## config.mk

```make
export PLATFORM = sky130hd
export DESIGN_NAME = simd_rev_unit
export DESIGN_NICKNAME = d
export VERILOG_FILES = /design/src/rtl/simd_rev_pkg.sv /design/src/rtl/rev_decode.sv /design/src/rtl/rev_dword_perm.sv /design/src/rtl/rev_out_stage.sv /design/src/rtl/simd_rev_unit.sv
export SDC_FILE = /design/constraint.sdc
export NUM_CORES = 1
export LEC_CHECK = 0
export CORE_MARGIN = 3
export CORE_UTILIZATION = 35
export DETAILED_ROUTE_END_ITERATION = 8
export GPL_TIMING_DRIVEN = 1
export HOLD_SLACK_MARGIN = 0.06
export PLACE_DENSITY_LB_ADDON = 0.1
export SLEW_MARGIN = 10
export SYNTH_ARGS = -nofsm -noshare
export SYNTH_HDL_FRONTEND = slang
export SYNTH_SLANG_ARGS = --single-unit
```

## constraint.sdc

```tcl
create_clock -name clk_i -period 1 [get_ports clk_i]
set_clock_uncertainty 0.1 [all_clocks]
set_input_delay 0.15 -clock clk_i [delete_from_list [all_inputs] [get_ports clk_i]]
set_output_delay 0.15 -clock clk_i [all_outputs]
set_load 0.02 [all_outputs]
```

## src/rtl/simd_rev_pkg.sv

```systemverilog
package simd_rev_pkg;
  localparam int unsigned DW_W     = 64;
  localparam int unsigned NUM_DW   = 2;
  localparam int unsigned VEC_W    = DW_W * NUM_DW;
  localparam int unsigned DW_BYTES = DW_W / 8;
  localparam int unsigned BSEL_W   = $clog2(DW_BYTES);

  typedef enum logic [1:0] {
    ESZ_8   = 2'b00,
    ESZ_16  = 2'b01,
    ESZ_32  = 2'b10,
    ESZ_RSV = 2'b11
  } esz_e;

  typedef enum logic [1:0] {
    CNT_64  = 2'b00,
    CNT_32  = 2'b01,
    CNT_16  = 2'b10,
    CNT_RSV = 2'b11
  } cnt_e;

  typedef struct packed {
    logic              legal;
    logic [BSEL_W-1:0] swap_mask;
  } rev_ctl_t;
endpackage

```

## src/rtl/rev_decode.sv

```systemverilog
module rev_decode
  import simd_rev_pkg::*;
#(
  parameter int unsigned IDX_W = 5
) (
  input  logic [1:0]       size_i,
  input  logic [1:0]       cont_i,
  input  logic             quad_i,
  input  logic [IDX_W-1:0] src_idx_i,
  input  logic [IDX_W-1:0] dst_idx_i,
  output rev_ctl_t         ctl_o
);
  logic [BSEL_W-1:0] cont_mask;
  logic [BSEL_W-1:0] elem_mask;
  logic [2:0]        code_sum;
  logic              pair_ok;
  logic              quad_ok;

  // byte-offset bits spanned by one container
  always_comb begin
    unique case (cnt_e'(cont_i))
      CNT_64:  cont_mask = 3'b111;
      CNT_32:  cont_mask = 3'b011;
      CNT_16:  cont_mask = 3'b001;
      default: cont_mask = 3'b000;
    endcase
  end

  // byte-offset bits spanned by one element
  always_comb begin
    unique case (esz_e'(size_i))
      ESZ_8:   elem_mask = 3'b000;
      ESZ_16:  elem_mask = 3'b001;
      ESZ_32:  elem_mask = 3'b011;
      default: elem_mask = 3'b111;
    endcase
  end

  assign code_sum = {1'b0, cont_i} + {1'b0, size_i};
  assign pair_ok  = (code_sum < 3'd3);
  assign quad_ok  = !quad_i || !(src_idx_i[0] || dst_idx_i[0]);

  // mirroring elements in a power-of-two container inverts the element-index bits
  assign ctl_o.swap_mask = cont_mask & ~elem_mask;
  assign ctl_o.legal     = pair_ok && quad_ok;
endmodule

```

## src/rtl/rev_dword_perm.sv

```systemverilog
module rev_dword_perm
  import simd_rev_pkg::*;
(
  input  logic [DW_W-1:0]   dw_i,
  input  logic [BSEL_W-1:0] swap_mask_i,
  output logic [DW_W-1:0]   dw_o
);
  logic [7:0] src_byte [DW_BYTES];

  for (genvar b = 0; b < DW_BYTES; b++) begin : g_split
    assign src_byte[b] = dw_i[b*8 +: 8];
  end

  for (genvar j = 0; j < DW_BYTES; j++) begin : g_mux
    logic [BSEL_W-1:0] sel;
    assign sel          = BSEL_W'(j) ^ swap_mask_i;
    assign dw_o[j*8 +: 8] = src_byte[sel];
  end
endmodule

```

## src/rtl/rev_out_stage.sv

```systemverilog
module rev_out_stage #(
  parameter int unsigned DATA_W = 128,
  parameter int unsigned IDX_W  = 5
) (
  input  logic              clk_i,
  input  logic              rst_ni,
  input  logic              in_valid_i,
  input  logic              legal_i,
  input  logic [DATA_W-1:0] data_i,
  input  logic [IDX_W-1:0]  dst_idx_i,
  output logic              out_valid_o,
  output logic              wr_en_o,
  output logic              undef_o,
  output logic [IDX_W-1:0]  dst_idx_o,
  output logic [DATA_W-1:0] result_o
);
  always_ff @(posedge clk_i or negedge rst_ni) begin
    if (!rst_ni) begin
      out_valid_o <= 1'b0;
      wr_en_o     <= 1'b0;
      undef_o     <= 1'b0;
      dst_idx_o   <= '0;
      result_o    <= '0;
    end else begin
      out_valid_o <= in_valid_i;
      wr_en_o     <= in_valid_i && legal_i;
      undef_o     <= in_valid_i && !legal_i;
      if (in_valid_i) begin
        dst_idx_o <= dst_idx_i;
        result_o  <= legal_i ? data_i : '0;
      end
    end
  end
endmodule

```

## src/rtl/simd_rev_unit.sv

```systemverilog
module simd_rev_unit
  import simd_rev_pkg::*;
#(
  parameter int unsigned IDX_W = 5
) (
  input  logic               clk_i,
  input  logic               rst_ni,
  input  logic               in_valid_i,
  input  logic [VEC_W-1:0]   src_i,
  input  logic [1:0]         size_i,
  input  logic [1:0]         cont_i,
  input  logic               quad_i,
  input  logic [IDX_W-1:0]   src_idx_i,
  input  logic [IDX_W-1:0]   dst_idx_i,
  output logic               out_valid_o,
  output logic               wr_en_o,
  output logic               undef_o,
  output logic [IDX_W-1:0]   dst_idx_o,
  output logic [VEC_W-1:0]   result_o
);
  rev_ctl_t         ctl;
  logic [VEC_W-1:0] perm_vec;

  rev_decode #(.IDX_W(IDX_W)) u_decode (
    .size_i    (size_i),
    .cont_i    (cont_i),
    .quad_i    (quad_i),
    .src_idx_i (src_idx_i),
    .dst_idx_i (dst_idx_i),
    .ctl_o     (ctl)
  );

  for (genvar d = 0; d < NUM_DW; d++) begin : g_dw
    logic [DW_W-1:0] dw_perm;
    rev_dword_perm u_perm (
      .dw_i        (src_i[d*DW_W +: DW_W]),
      .swap_mask_i (ctl.swap_mask),
      .dw_o        (dw_perm)
    );
    if (d == 0) begin : g_low
      assign perm_vec[d*DW_W +: DW_W] = dw_perm;
    end else begin : g_high
      // upper doublewords only live in quad mode
      assign perm_vec[d*DW_W +: DW_W] = quad_i ? dw_perm : '0;
    end
  end

  rev_out_stage #(.DATA_W(VEC_W), .IDX_W(IDX_W)) u_out (
    .clk_i       (clk_i),
    .rst_ni      (rst_ni),
    .in_valid_i  (in_valid_i),
    .legal_i     (ctl.legal),
    .data_i      (perm_vec),
    .dst_idx_i   (dst_idx_i),
    .out_valid_o (out_valid_o),
    .wr_en_o     (wr_en_o),
    .undef_o     (undef_o),
    .dst_idx_o   (dst_idx_o),
    .result_o    (result_o)
  );
endmodule

```

After elaboration in Yosys (flattened, before gate mapping):

Cells that the tools add are included.

* flip-flop bits (word level): 136
* bits of input ports: 146
* word-level logic and storage cells: 98

* add/sub/neg operators: 1
* order comparisons: 9
* equality and inequality tests: 4
* multiplexer cells: 52
* bitwise operators: 17
* reduce and logical (&&, ||, !) cells: 10

Operator list (count)
* 8-bit binary-select mux with 3-bit select: 16
* 8-bit two-way mux: 32
* 128-bit two-way mux: 1
* 64-bit two-way mux: 1
* 4-bit greater-or-equal comparator, second input constant: 8
* 3-bit NOT with 4-bit output: 8
* 3-bit case mux with 3 select lines: 2
* 2-bit NOT: 3
* 3-bit NOT: 2
* 2-bit by 1-bit equality test with 1-bit output, second input constant: 2
* 2-bit equality test, second input constant: 2
* 2-bit logical NOT: 2
* 2-bit by 2-bit adder with 3-bit output: 1
* 3-bit AND: 1
* 1-bit logical AND: 3
* 1-bit logical NOT: 3
* 3-bit by 2-bit < comparator with 1-bit output, second input constant: 1
* 1-bit NOT: 3
* 1-bit logical OR: 2

Logic depth before layout (Yosys ltp):

Gate-level depths: netlist (run 1).

* depth after elaboration: 11
* gate-level depth with buffers: 8
* gate-level depth less buffers: 6

By module:

A second synthesis (run 1) with hierarchy kept.

* cells, all modules: 942
* area, all modules: 11243.3 sq um

Modules (own cells, without submodules)
* rev_out_stage: times used 1, cells an instance 567, area each 5619.1 sq um
* rev_dword_perm: times used 2, cells an instance 149, area each 2521.2 sq um
* simd_rev_unit: times used 1, cells an instance 70, area each 510.5 sq um
* rev_decode: times used 1, cells an instance 7, area each 71.3 sq um

Least setup slack after synthesis (run 1):

Ideal clock, no wire load.

* path kind: input to register
* start: input port size_i[0]
* end: register u_out.result_o[73]
* arrival: 1924 ps
* required time: 834 ps
* setup slack: -1090 ps
* stages on the path: 8
* path buffers: 2
* cell sequence: ha_1 -> fa_1 -> a21o_1 -> or4_1 -> buf_2 -> buf_2 -> nor3b_1 -> a221o_1

* cells in the longest elaborated chain, start to end: 11
* elaborated cells on any way between the ends: 16

RTL lines
* from (decl): RTL line simd_rev_unit.sv:10 `input logic [1:0] size_i,`
* 2-bit equality test (tied with other cells): RTL line rev_decode.sv:31 `unique case (esz_e'(size_i))`
* 3-bit case mux with 3 select lines: RTL line rev_decode.sv:31
* 3-bit NOT: RTL line rev_decode.sv:44 `assign ctl_o.swap_mask = cont_mask & ~elem_mask;`
* 3-bit AND: RTL line rev_decode.sv:44
* 1-bit NOT (no line)
* 3-bit NOT with 4-bit output (implied by the code): RTL line rev_dword_perm.sv:17 `assign dw_o[j*8 +: 8] = src_byte[sel];`
* 8-bit binary-select mux with 3-bit select: RTL line rev_dword_perm.sv:17
* 8-bit two-way mux (implied by the code) (2 in series): RTL line rev_dword_perm.sv:17
* 64-bit two-way mux: RTL line simd_rev_unit.sv:44 `assign perm_vec[d*DW_W +: DW_W] = quad_i ? dw_perm : '0;`
* 128-bit two-way mux *: RTL line rev_out_stage.sv:30 `result_o <= legal_i ? data_i : '0;`
* to (signal assigned): RTL line rev_out_stage.sv:30
* to (decl): RTL line rev_out_stage.sv:15 `output logic [DATA_W-1:0] result_o`

Mark *: on every way between the ends. The rest lies on a longest branch, timed or not. The select of a mux whose other input is x is not followed.
A chain may end at the register's enable or synchronous reset.

Final worst setup path (run 1):

* start: input port cont_i[0]
* end: register u_out.result_o[107]

* cells in the longest elaborated chain, start to end: 10
* elaborated cells on any way between the ends: 15

RTL lines
* from (decl): RTL line simd_rev_unit.sv:11 `input logic [1:0] cont_i,`
* 2-bit equality test (tied with other cells): RTL line rev_decode.sv:21 `unique case (cnt_e'(cont_i))`
* 3-bit case mux with 3 select lines: RTL line rev_decode.sv:21
* 3-bit AND: RTL line rev_decode.sv:44
* 2-bit NOT (no line)
* 3-bit NOT with 4-bit output (implied by the code): RTL line rev_dword_perm.sv:17
* 8-bit binary-select mux with 3-bit select: RTL line rev_dword_perm.sv:17
* 8-bit two-way mux (implied by the code) (2 in series): RTL line rev_dword_perm.sv:17
* 64-bit two-way mux: RTL line simd_rev_unit.sv:44
* 128-bit two-way mux *: RTL line rev_out_stage.sv:30

Marks and branches as above.

==> results of run 1 <==
## registers in the layout, summed over array words and instances (netlist names)
name	count
u_out.undef_o	1
u_out.out_valid_o	1
u_out.wr_en_o	1
u_out.dst_idx_o	5
u_out.result_o	128
## per-layer routing
metal  up-vias  track usage [%]  wire [µm]
met4         6             12.0       1530
met5         -                0         30
met3        72             8.85       3200
met1      4717             30.3      14000
met2       394             46.7      19500
li1       4036                -          -
## report_power, final
| group | total (mW) | internal [mW] | switching, mW |
|---|---|---|---|
| Combinational | 7.01 | 3.77 | 3.24 |
| Sequential | 6.46 | 6.01 | 0.449 |
| Clock | 6.19 | 3.64 | 2.55 |
## metrics by stage
| stage | hold slack [ns] | setup TNS (ns) | utilization, % | worst slack, ns |
|---|---|---|---|---|
| final | 0.0497 | -142.28 | 64.6 | -0.941 |
| after global routing | 0.0651 | -149.64 | 64.6 | -0.978 |
| after CTS | 0.0393 | -144.54 | 61.1 | -1.01 |
| after detailed placement | -0.0944 | -239.66 | 52.2 | -1.77 |
| after global placement | -0.0935 | -239.34 | 52.2 | -1.78 |
| after floorplan | -0.246 | -117.78 | - | -1.04 |
## cell usage after synthesis, drive strengths merged
master and instances:
a211oi 2, a21o 1, a221o 64, and3 1
buf 44, clkbuf 45, dfrtp 136, fa 1
ha 1, inv 2, mux2 5, mux2i 64
mux4 64, nand2 129, nand3 1, nor2 5
nor3 1, nor3b 64, o21a 2, o221ai 128
or4 1, or4b 1
## final cells by class
cell class / count / share of cell area [%]
Clock buffer: 23 / 3.01
Clock inverter: 9 / 0.583
Inverter: 2 / 0.0630
Multi-Input combinational cell: 535 / 37.6
Sequential cell: 136 / 21.5
Tap cell: 324 / 2.55
Timing Repair Buffer: 502 / 34.8
## cells by family after synthesis
logic type / after synthesis
muxes: 133
and+or+nand+nor: 203
buffers and inverters: 91
AOI/OAI and AO/OA: 197
DFF: 136
adders and majority gates: 2
## final timing paths
path,slack [ns],endpoint,cells after the start,startpoint
max reg2reg,-0.20,u_out.result_o[93],3,u_out.result_o[93]
min,0.05,u_out.result_o[43],2,rst_ni
max,-0.94,u_out.result_o[107],9,cont_i[0]
min reg2reg,0.42,u_out.result_o[4],2,u_out.result_o[4]
max in group asynchronous,0.26,u_out.result_o[9],3,rst_ni
min in group clk_i,0.11,u_out.wr_en_o,4,in_valid_i
## what timing repair did
item,CTS,global route
endpoints found under the setup margin,266,271
setup buffers,44,34
resized for setup,855,107
cloned,19,5
endpoints found under the hold margin,136,1
hold buffers,1,1
pin swaps,11,59
==> metrics.cfg, run 1 <==
[outcome]
status=complete, but fails checks
violations=setup timing

[critical_path]
required_ns=1.26
critPathTopFamily=simple AND/OR/NAND/NOR gates
crit_type=primary input to flop
cp-start-kind=primary input
crit_fanout=8
cp-end-kind=flop
cp_slowest_cell=or4_4
worstPathCellList=buf_8 -> ha_4 -> fa_1 -> a21o_1 -> or4_4 -> buf_12 -> clkbuf_16 -> nor3b_2 -> a221o_1
slowest_delay_ns=0.50
path_buf_inv=3
arrival_ns=2.20

[synth]
synth-compound-area-share_pct=20.4
synth_cells=762
synth_mux_area_share_pct=24.2
synth_nets=910
netlist_area_mm2=0.00884
seq_area_frac_synth_pct=38.5
ys_types=25
synthAdderAreaFrac_pct=0.368
synthTopCellsByArea=dfrtp_1, mux4_2, o221ai_1
synthXorXnorAreaFrac_pct=0
yosysTopAreaCell=dfrtp_1
synth_top_area_share_pct=38.5
ys_ff_latch=136
ys_warn_count=0
avgSynthCellArea_um2=11.6
synth-simple-area-share_pct=11.5
synth_top_family_by_area=multiplexers

[timing]
fin_crit_sh_pct=194
slew_headroom_pct=63.7
hold_violations=0
setup_slack_ns=-0.941
fmax_mhz=515
report.final.slew_viol_count=0
rsz0062_at_grt=true
setup_violations=266
period_needed_ns=1.94
tightest_slew_ns=0.544

[routing]
vias=9225
drc=0
ant_nets=0
drt-initial-drc-count=673
first_pass_iters=7
wl_per_cell_um=25.0
wl_um=38300
via_per_inst=6.03

[placement]
place.gp.congestion=0.862
io_buffers=277
dp.cells=1400
dpl_cell_area_mm2=0.0128
place_hpwl_um=23300

[clock_tree]
cts-root-buf=clkbuf_16
cts_made_buffers=17
insertion_delay_ns=0.41
clkTransAtPathRegs_ns=0.07
htree_levels=4
clock_path_buffers=2
cts_sinks=136
cts_tree=built

[grt]
antenna_found_initial=3
grt_start_max_net_pins=66
grt-ovfl-total=0
track_usage_pct=27.0
grt_pass1_wl_um=55600
grt_pass1_vias=9382

[finish]
final_common_cell=buf_6
stdcell_area_mm2=0.0159
multi_input_area_mm2=0.00597
drive_gt1_share_pct=50.7
diodes=0
regArea_mm2=0.00341
final-instance-count-excl-fill=1531
mostFrequentLayoutCells=buf_6, buf_4, clkdlybuf4s50_1
fin_nets=1342
n_fill_cell=1928
syn_to_final_growth_pct=79.7

[power]
p_per_area_mw_per_mm2=1240
p_leak_nw=6.69
power_mw=19.7
peakVddDrop_mv=1.03

[floorplanning]
start_util_pct=35.9
ios=282
die_h_um=165
coreArea_mm2=0.0246
row_count=57
die-area_mm2=0.0272
fp.dieW_um=165

[hold_path]
hold_class=primary input to asynchronous set/reset pin

[flow_run]
cap_violations=0

Note: power is estimated with default switching activity, not from simulation.
==> inputs of run 2 (changes only) <==
--- a/config.mk
+++ b/config.mk
@@ -5,7 +5,7 @@
 export SDC_FILE = /design/constraint.sdc
 export NUM_CORES = 1
 export LEC_CHECK = 0
-export CORE_MARGIN = 3
+export CORE_MARGIN = 2
 export CORE_UTILIZATION = 35
 export DETAILED_ROUTE_END_ITERATION = 8
 export GPL_TIMING_DRIVEN = 1
@@ -14,4 +14,5 @@
 export SLEW_MARGIN = 10
 export SYNTH_ARGS = -nofsm -noshare
 export SYNTH_HDL_FRONTEND = slang
+export SYNTH_HIERARCHICAL = 1
 export SYNTH_SLANG_ARGS = --single-unit
==> run 2 against run 1 <==
The run still ends with setup timing left. Synthesized cell count is 24% higher. Final cell count up 17%. Fmax rose by 6.7%. Register-to-register slack gained 0.23 ns. Design area increased by 17%. Critical endpoint is now u_out/result_o[78]. Largest cell class unchanged.
==> metrics.cfg, run 2 <==
[flow_run]
cap_violations=0

[floorplanning]
ios=282
die_h_um=183
coreArea_mm2=0.0316
fp.dieW_um=183
start_util_pct=35.6
die-area_mm2=0.0336
row_count=65

[synth]
ys.flop_type=dfrtp_1
ys_types=25
yosysTopAreaCell=dfrtp_1
synthTopCellsByArea=dfrtp_1, mux4_1, mux2_2
avgSynthCellArea_um2=11.9
synth_edf_count=0
synth_nets=1090
ys_warn_count=6
netlist_area_mm2=0.0112
ys_async_sr_fraction_pct=100
seq_area_frac_synth_pct=30.3
synth_cells=942
ys_ff_latch=136
synth_top_area_share_pct=30.3
synthMostInstantiatedCell=dfrtp_1
synth_common_cells=dfrtp_1, mux2_2, inv_1, nand3_1, mux4_1

[outcome]
violations=setup timing
status=complete, but fails checks

[critical_path]
crit_fanout=6
required_ns=1.21
arrival_ns=2.03
cp_common_cell=buf_12
ff2ff_path_depth=4
timing.rr.start=u_out/result_o[77]
cp-end-kind=flop
r2r-end=u_out/result_o[77]
worstPathCellList=buf_8 -> a211oi_4 -> buf_12 -> buf_12 -> buf_12 -> mux4_2 -> mux2_4 -> and2_4 -> nand3_2 -> o21ai_1
rrSetupSlack_ns=0.03
cp_slowest_cell=mux4_2
cp-start-kind=primary input
crit_type=primary input to flop
slowest_delay_ns=0.52

[placement]
place_hpwl_um=28200
io_buffers=277
place.gp.congestion=0.860
dp.cells=1638

[clock_tree]
cts_sinks=136
cts-root-buf=clkbuf_16
ctsHoldBuffers=2
htree_levels=4
cts_tree=built
cts_made_buffers=17
clkTransAtPathRegs_ns=0.06
insertion_delay_ns=0.43
clock_path_buffers=2

[hold_path]
whs_path_depth=2
min_to=u_out/result_o[1]
hold_class=primary input to flop
min_from=in_valid_i

[grt]
antenna_found_initial=8
grt_pass1_vias=9663
grt_pass1_wl_um=60200
grt_start_max_net_pins=64
grt-ovfl-total=0
track_usage_pct=24.1

[timing]
tightest_slew_ns=0.330
fin_setup_tns_ns=-124.31
rsz0062_at_grt=true
fmax_mhz=550
slew_headroom_pct=78.0
setup_violations=266
whs_ns=0.00297
report.final.slew_viol_count=0
setup_slack_ns=-0.819
fin_crit_sh_pct=182
hold_violations=0
period_needed_ns=1.82

[power]
p_leak_nw=7.62
peakVddDrop_mv=1.14
p_per_area_mw_per_mm2=1170

[routing]
via_per_inst=5.27
vias=9470
drt-initial-drc-count=685
ant_nets=0
drc=0
first_pass_iters=5
wl_per_cell_um=22.5
wl_um=40500

[finish]
drive_gt1_share_pct=63.1
syn_to_final_growth_pct=65.0
mostFrequentLayoutCells=buf_6, clkdlybuf4s50_1, mux4_2, inv_1, dfrtp_1
final-instance-count-excl-fill=1798
final_common_cell=buf_6
reg_top3=u_out/result_o x128, u_out/dst_idx_o x5
final_util_pct=58.8
largest_reg_flops=128
regArea_mm2=0.00342
fin_nets=1530
multi_input_area_mm2=0.00748
n_fill_cell=2595
largest_register=u_out/result_o

[run 2: cells by family (layout without fill, tap and decap cells)]
logic type / count (synthesis) / count (layout) / synth area share, %
muxes: 261 / 261 / 42.8
AOI/OAI and AO/OA: 132 / 132 / 6.08
adders and majority gates: 2 / 2 / 0.289
DFF: 136 / 136 / 30.3
other: 0 / 2 / 0
and+or+nand+nor: 193 / 193 / 10.0
buffers and inverters: 218 / 670 / 10.5
[run 2: timing repair]
action                                  in CTS  in global routing
endpoints found under the hold margin      144                  5
resized for setup                          819                 90
gates cloned                                23                  5
setup buffers                               61                 45
pin swaps                                   26                 18
endpoints found under the setup margin     266                266
[run 2: critical path, delay by kind of cell]
family	cells	cell delay [ns]
AO/OA/AOI/OAI	2	0.32
buffers and inverters	4	0.56
multiplexers	2	0.80
AND/OR/NAND/NOR	2	0.19
[run 2: worst max-delay path by stage]
stage | start | end | slack, ns | depth (start not counted)
after floorplan | size_i[1] | u_out/result_o[76] | -0.97 | 8
after global placement | size_i[1] | u_out/result_o[5] | -1.78 | 8
after detailed placement | size_i[1] | u_out/result_o[70] | -1.80 | 9
after CTS | size_i[0] | u_out/result_o[125] | -0.80 | 10
after global routing | size_i[1] | u_out/result_o[86] | -0.86 | 10
final | size_i[1] | u_out/result_o[78] | -0.82 | 10
[run 2: through the flow]
stage / cell area (µm²) / power (mW) / setup slack [ns]
finish: 18600 / 21.7 / -0.819
global route: 18500 / 22.7 / -0.857
CTS: 17900 / 21.5 / -0.796
detailed placement: 15500 / 13.8 / -1.80
global placement: 15500 / 13.8 / -1.78
floorplan: 11800 / 10.6 / -0.971
[run 2: layout make-up]
class,count,area share [%]
clock inverters,8,0.398
clock buffers,23,2.52
inverters,127,2.57
diodes,2,0.0270
well taps,402,2.71
repair buffers,512,33.0
multi-input cells,588,40.3
flip-flops and latches,136,18.4
[run 2: power breakdown]
group          switching [mW]  internal, mW  total (mW)
registers               0.452          6.00        6.45
clock network            2.51          3.52        6.03
logic                    3.87          5.35        9.22
total                    6.83          14.9        21.7
[run 2: routing by layer]
metal  share of wire [%]  wire (µm)  GRT usage, %
met5                0.15         59             0
met4                 3.1       1270          8.54
met2                  49      20000          40.2
met1                  41      16600          30.9
met3                 6.3       2560          5.64
